[config.mk]
export PLATFORM = sky130hd
export DESIGN_NAME = pipe_interlock
export DESIGN_NICKNAME = d
export VERILOG_FILES = /design/src/rtl/pipe_interlock.sv
export SDC_FILE = /design/constraint.sdc
export NUM_CORES = 1
export LEC_CHECK = 0
export ABC_AREA = 1
export BUFFER_PORTS_ARGS = -buffer_cell sky130_fd_sc_hd__buf_4
export CAP_MARGIN = 20
export CELL_PAD_IN_SITES_DETAIL_PLACEMENT = 2
export CELL_PAD_IN_SITES_GLOBAL_PLACEMENT = 2
export CORE_MARGIN = 4
export CORE_UTILIZATION = 17
export CTS_CLUSTER_DIAMETER = 50
export DETAILED_ROUTE_END_ITERATION = 16
export PLACE_DENSITY = 0.8
export SETUP_SLACK_MARGIN = 0.05
export SLEW_MARGIN = 20
export SYNTH_ARGS = -nofsm -noshare
export SYNTH_HDL_FRONTEND = slang
export SYNTH_SLANG_ARGS = --single-unit
[constraint.sdc]
create_clock -name clk -period 1.5 [get_ports clk]
set_input_delay 0.3 -clock clk [delete_from_list [all_inputs] [get_ports clk]]
set_output_delay 0.3 -clock clk [all_outputs]
set_load 0.05 [all_outputs]
[src/rtl/pipe_interlock.sv]
module pipe_interlock #(
  parameter int REG_AW = 5,
  parameter int MC_LAT = 4
) (
  input  logic                   clk,
  input  logic                   rst_n,
  input  logic [REG_AW-1:0]      of_src_a,
  input  logic [REG_AW-1:0]      of_src_b,
  input  logic [3:0]             of_cat,
  input  logic [4:0][REG_AW-1:0] dn_dst,
  input  logic [4:0]             dn_we,
  input  logic [4:0][3:0]        dn_cat,
  input  logic [4:0]             dn_exc,
  output logic                   stall_front,
  output logic                   bubble_ex,
  output logic                   hold_ex,
  output logic                   bubble_m0,
  output logic                   hold_m0,
  output logic                   bubble_m1
);
  localparam logic [3:0] C_ALU = 4'd0, C_SHF = 4'd1, C_MUL = 4'd2, C_LD = 4'd3, C_ST = 4'd4,
                         C_DIV = 4'd5, C_FP = 4'd6, C_FPL = 4'd7, C_STRM = 4'd8;
  localparam int CNT_W = $clog2(MC_LAT + 1);
  localparam logic [CNT_W-1:0] CNT_LAST = CNT_W'(MC_LAT - 1);

  function automatic logic [2:0] avail(input logic [3:0] c);
    case (c)
      C_SHF, C_ST:               avail = 3'd1;
      C_MUL:                     avail = 3'd2;
      C_LD, C_DIV, C_FP, C_FPL:  avail = 3'd5;
      default:                   avail = 3'd0;
    endcase
  endfunction

  function automatic logic exc_kind(input logic [3:0] c);
    exc_kind = (c == C_LD) || (c == C_ST) || (c == C_DIV) || (c == C_FP) || (c == C_FPL);
  endfunction

  logic [4:0]       raw_s, exc_s;
  logic [CNT_W-1:0] cnt;
  logic             mc_hold, strm_hit, ex_exc_hit;

  for (genvar s = 0; s < 5; s++) begin : g_stage
    assign raw_s[s] = dn_we[s] && (dn_dst[s] != '0) &&
                      ((dn_dst[s] == of_src_a) || (dn_dst[s] == of_src_b)) &&
                      (3'(s) < avail(dn_cat[s]));
    assign exc_s[s] = dn_exc[s] && exc_kind(dn_cat[s]);
  end

  assign ex_exc_hit  = exc_s[0] || (dn_exc[0] && dn_cat[0] == C_STRM);
  assign strm_hit    = (of_cat == C_STRM) && (ex_exc_hit || (|exc_s[4:1]));
  assign hold_m0     = ((dn_cat[1] == C_LD) || (dn_cat[1] == C_ST)) && (|exc_s[4:2]);
  assign mc_hold     = ((dn_cat[0] == C_DIV) || (dn_cat[0] == C_FPL)) && (cnt != CNT_LAST);
  assign hold_ex     = mc_hold || hold_m0;
  assign stall_front = (|raw_s) || strm_hit || hold_ex;
  assign bubble_ex   = stall_front && !hold_ex;
  assign bubble_m0   = mc_hold && !hold_m0;
  assign bubble_m1   = hold_m0;

  always_ff @(posedge clk or negedge rst_n) begin
    if (!rst_n)        cnt <= '0;
    else if (mc_hold)  cnt <= cnt + 1'b1;
    else if (!hold_m0) cnt <= '0;
  end
endmodule

==> Yosys cells after proc, flatten, opt, wreduce, memory -nomap -nowiden <==
Index checks and enable logic that the tools add are counted.
{ "classes": {"addsub": 1, "magnitude_cmp": 5, "eq_ne": 49, "mux": 7, "reduce_logical": 77} }
{ "ops": {"columns": ["cell", "count"], "rows": [
  ["== test 4 x 3 -> 1 bit, second input constant", 20],
  ["== test 5 bit", 10],
  ["case mux 3 bit (3 select lines)", 5],
  ["== test 4 x 2 -> 1 bit, second input constant", 10],
  ["logical OR 1 bit", 31],
  ["logical AND 1 bit", 26],
  ["nonzero test 5 bit", 5],
  ["OR reduction 4 bit", 6],
  ["== test 4 x 1 -> 1 bit, second input constant", 5],
  ["OR reduction 2 bit", 5],
  ["== test 4 bit, second input constant", 2],
  ["< comparator 1 x 3 -> 1 bit, first input constant", 2],
  ["< comparator 2 x 3 -> 1 bit, first input constant", 2],
  ["two-way mux 3 bit", 2],
  ["OR reduction 5 bit", 1],
  ["adder 3 x 1 -> 3 bit, second input constant", 1],
  ["< comparator 3 bit, first input constant", 1],
  ["inequality test 3 x 2 -> 1 bit, second input constant", 1],
  ["OR reduction 3 bit", 1],
  ["zero test 1 bit", 2],
  ["inequality test 2 x 1 -> 1 bit, second input constant", 1]
]} }
{ "word_totals": {"reg_bits": 3, "input_bits": 71, "output_inout_bits": 6, "wordCells": 140} }

==> Logic depth before layout (Yosys ltp) <==
{ "depth": {"ltp_word": 12, "mapped_depth": 11} }

==> Worst setup path before layout <==
Ideal clock, no wire load.
{ "synth_timing": {"kind": "register -> output", "startpoint": "reg cnt[0]", "endpoint": "out bubble_m0", "t_arrival_ns": 1.899, "required_time_ns": 1.200, "path_slack_ns": -0.699, "stages_incl_launch_ff": 6, "path_cell_list": "dfrtp_1 > ha_1 > ha_1 > nor4_2 > inv_1 > nor2_1"} }
{ "synth_via": {"elab_chain_cells": 3} }
{ "synth_lines": {"columns": ["element", "line", "rtl"], "rows": [
  ["from (decl)", "40", "logic [CNT_W-1:0] cnt;"],
  ["from (signal assigned)", "62", "else if (mc_hold) cnt <= cnt + 1'b1;"],
  ["inequality test 3 x 2 -> 1 bit", "53", "assign mc_hold = ((dn_cat[0] == C_DIV) || (dn_cat[0] == C_FPL)) && (cnt != CNT_LAST);"],
  ["logical AND 1 bit", "53", null],
  ["logical AND 1 bit", "57", "assign bubble_m0 = mc_hold && !hold_m0;"],
  ["to (decl)", "17", "output logic bubble_m0,"]
]} }
No other way between the ends.

==> Worst setup path after layout <==
{ "layout_timing": {"startpoint": "reg cnt[1]", "endpoint": "out bubble_ex"} }
{ "layout_via": {"elab_chain_cells": 5} }
{ "layout_lines": {"columns": ["element", "line", "rtl"], "rows": [
  ["inequality test 3 x 2 -> 1 bit *", "53", null],
  ["logical AND 1 bit *", "53", null],
  ["logical OR 1 bit *", "54", "assign hold_ex = mc_hold || hold_m0;"],
  ["logical OR 1 bit or zero test 1 bit (tied branches)", "55, 56", null],
  ["logical AND 1 bit *", "56", "assign bubble_ex = stall_front && !hold_ex;"],
  ["to (decl)", "15", "output logic bubble_ex,"]
]} }
Every way passes the cells marked *; elsewhere a longest branch is shown, timed or not.

==> impl_metrics.tcl <==
set metrics [dict create \
    status "finished, violations left" \
    violations "negative setup slack" \
    end_kind "output port" \
    critPathTopFamily "buffers and inverters" \
    r2r_end "cnt[2]" \
    cts-root-buf "clkbuf_8" \
    drc_errors 0 \
    p_comb_share_pct 68.7 \
    worst_pin_slew_ns 0.333 \
    setup_viol 9 \
    antenna_cells 0 \
    syn_to_final_growth_pct 85.5 \
    overflow 0 \
    cap_violations 0 \
    drt_pre_antenna_iters 4 \
    netlist_top_cells_count "nand2_1 (128), inv_1 (42), nor2_1 (35)" \
    cts_max_level 1 \
    yosys_most_used_dff "dfrtp_1" \
    grt_pass1_vias 2421 \
    holdWs_ns 0.435 \
    sequentialPowerShare_pct 9.6 \
    finalHoldViolCount 0 \
    cp-start-kind "flop" \
    placed_cells 488 \
    synth_top_area_cell "nand2_1" \
    routedWlPerCell_um 14.5 \
    detail-route-antenna-nets 0 \
    die_area_um2 9580 \
    start_util_pct 17.6 \
    final_nets 474 \
    fin_crit_ns 2.03 \
    switching_power_w 0.000453 \
    core_area_um2 7810 \
    synth_area_um2 1370 \
    power_density_nw_per_um2 441 \
    track_usage_pct 15.2 \
    via_count 2126 \
    yosysWarningCount 0 \
    syn_inst 287 \
    drv_slew 0 \
    numCtsBuffers 3 \
    internal_power_w 0.000671 \
    r2r_cells 8 \
    cts_tree "yes" \
    fin_cells 502 \
    place.gp.congestion 0.801 \
    maxSlewHeadroom_pct 77.6 \
    cp_slowest_cell "dfrtp_1" \
    grt_pass1_wl_mm 11.9 \
    yosysSeqAreaShare_pct 5.47 \
    drtIter0Drc 47 \
    fmax_mhz 492 \
    die_w_um 97.9 \
    placed_area_um2 2300 \
    grt_max_degree 8 \
    cp.required_ns 1.20 \
    skew_ns 0.00511 \
    final_cell_area_um2 2550 \
    clockBufferDepth 2 \
    path_clk_slew_ns 0.03 \
    row_count 32 \
    fin_tns_setup_ns -2.40 \
    reg.largest.list "cnt x3" \
    slowest_delay_ns 0.38 \
    clk_latency_ns 0.22 \
    drt-total-wl_mm 7.29 \
    n_fill_cell 998 \
    yosysMostFrequentCell "nand2_1" \
    drive_gt1_share_pct 38.0 \
    ys_async_sr_fraction_pct 100 \
    synth_area_leaders "nand2_1 (35%), inv_1 (11%), nor2_1 (9.6%)" \
    clkSinkCount 3 \
    largest_reg_flops 3 \
    syn-num-nets 360 \
    synth_top_area_share_pct 35.0 \
    synth.distinct_cells 25 \
    ys_ff_latch 3 \
    antenna_found_initial 0 \
    top_register "cnt" \
    worst-path-max-fanout 2 \
    via_per_inst 4.24 \
    crit_type "flop to output port" \
    worstHoldPathType "input port to asynchronous set/reset pin" \
    setup_ws_ns -0.531 \
    rsz0062_at_grt "true" \
    p_sw_share_pct 40.3 \
    pwr-share-clk_pct 21.8 \
    die_h_um 97.9 \
    fin_crit_sh_pct 135 \
    dpl.hpwl_mm 6.16 \
    syn_area_per_cell_um2 4.78 \
    worst_ep_arrival_time_ns 1.73 \
    ir_worst_vdd_mv 0.289 \
    r2r_start "cnt[1]" \
    io-pin-count 77 \
    path_cells "ha_2, ha_4, nor4_4, buf_4, nor2_4, inv_4, nor2_4, buf_8" \
    crit_buf_inv 3 \
    synth-edff-count 0 \
    p_leak_nw 1.51 \
    port_buffers 76 \
    r2r_slack_ns -0.12 \
    cp_common_cell "nor2_4" \
]
==> worst max-delay path by stage <==
stage               start     endpoint  slack [ns]  cells past startpoint
2_1_floorplan      cnt[0]    bubble_m0       -0.24                      5
3_3_place_gp   dn_dst[24]  stall_front       -0.32                     13
3_5_place_dp   dn_dst[24]  stall_front       -0.35                     13
4_1_cts            cnt[0]    bubble_ex       -0.41                      7
5_1_grt            cnt[0]    bubble_ex       -0.59                      8
6_report           cnt[1]    bubble_ex       -0.53                      8
==> metrics by stage <==
stage,total power (W),utilization [%],setup slack [ns]
after floorplan,0.000418,-,-0.236
after detailed placement,0.000776,29.5,-0.353
after global routing,0.00123,32.6,-0.595
after CTS,0.00109,31.8,-0.405
final,0.00112,32.6,-0.531
after global placement,0.000745,29.5,-0.319
==> timing repair <==
item                       CTS  global route
hold endpoints to repair     3             0
resized for setup           26             7
setup buffers                5             8
hold buffers                 1             0
pin swaps                    7             5
setup endpoints to repair    9             9
==> cell families (layout without fill, tap and decap cells) <==
| logic type | Yosys count | after routing | synth area share (%) |
|---|---|---|---|
| DFF | 3 | 3 | 5.47 |
| xor gates and xnor gates | 15 | 15 | 9.57 |
| adders and majority gates | 2 | 2 | 1.82 |
| buffers and inverters | 55 | 168 | 16.7 |
| AOI/OAI and AO/OA | 8 | 8 | 3.46 |
| and+or+nand+nor | 204 | 204 | 63.0 |
==> worst reg2reg max path: cells and delay by family, from the launching register on <==
kind,cells,cell delay [ns]
AND/OR/NAND/NOR,2,0.37
AO/OA/AOI/OAI,1,0.06
buffers and inverters,3,0.33
flip-flops,1,0.38
adder cells (fa/ha/maj),2,0.37
==> per-layer routing <==
layer  wire (um)  up-vias  track usage, %
met5           0        -               0
met4          62        0            2.24
met3         197        6            1.43
met2        3800       41            28.9
met1        3240      996            18.8
li1            -     1083               -
==> layout by cell type (no fill, tap or decap), types with 2 or more instances in the layout <==
cell type / synthesis / layout
nor2_4: 0 / 3
nand2_2: 3 / 8
o21a_1: 2 / 2
buf_4: 6 / 102
nor3_1: 4 / 4
xor2_1: 5 / 5
nor2_1: 35 / 33
inv_4: 0 / 3
inv_2: 7 / 7
inv_1: 42 / 39
nand3_1: 17 / 15
nand3b_1: 6 / 6
nand3_2: 2 / 4
nand2_1: 128 / 122
xnor2_1: 10 / 10
buf_6: 0 / 6
nand4_1: 2 / 2
dfrtp_1: 3 / 3
buf_8: 0 / 5
o21ai_0: 2 / 2
clkbuf_8: 0 / 3
==> area by class of cell <==
type                    instances  area (um^2)  area share (%)
clock buffers                   4         45.0            1.77
inverters                      49          191            7.52
multi-input cells             229         1170            45.9
flip-flops and latches          3         75.1            2.95
well taps                     102          128            5.01
repair buffers                115          938            36.9
==> power by group through the flow <==
| stage | Sequential [W] | Combinational (W) | Clock (W) |
|---|---|---|---|
| 2_1_floorplan | 0.000108 | 0.000310 | 0 |
| 3_3_place_gp | 0.000106 | 0.000639 | 0 |
| 3_5_place_dp | 0.000108 | 0.000669 | 0 |
| 4_1_cts | 0.000106 | 0.000740 | 0.000248 |
| 5_1_grt | 0.000111 | 0.000857 | 0.000263 |
| 6_report | 0.000108 | 0.000772 | 0.000244 |
(Power assumes the default switching activity.)
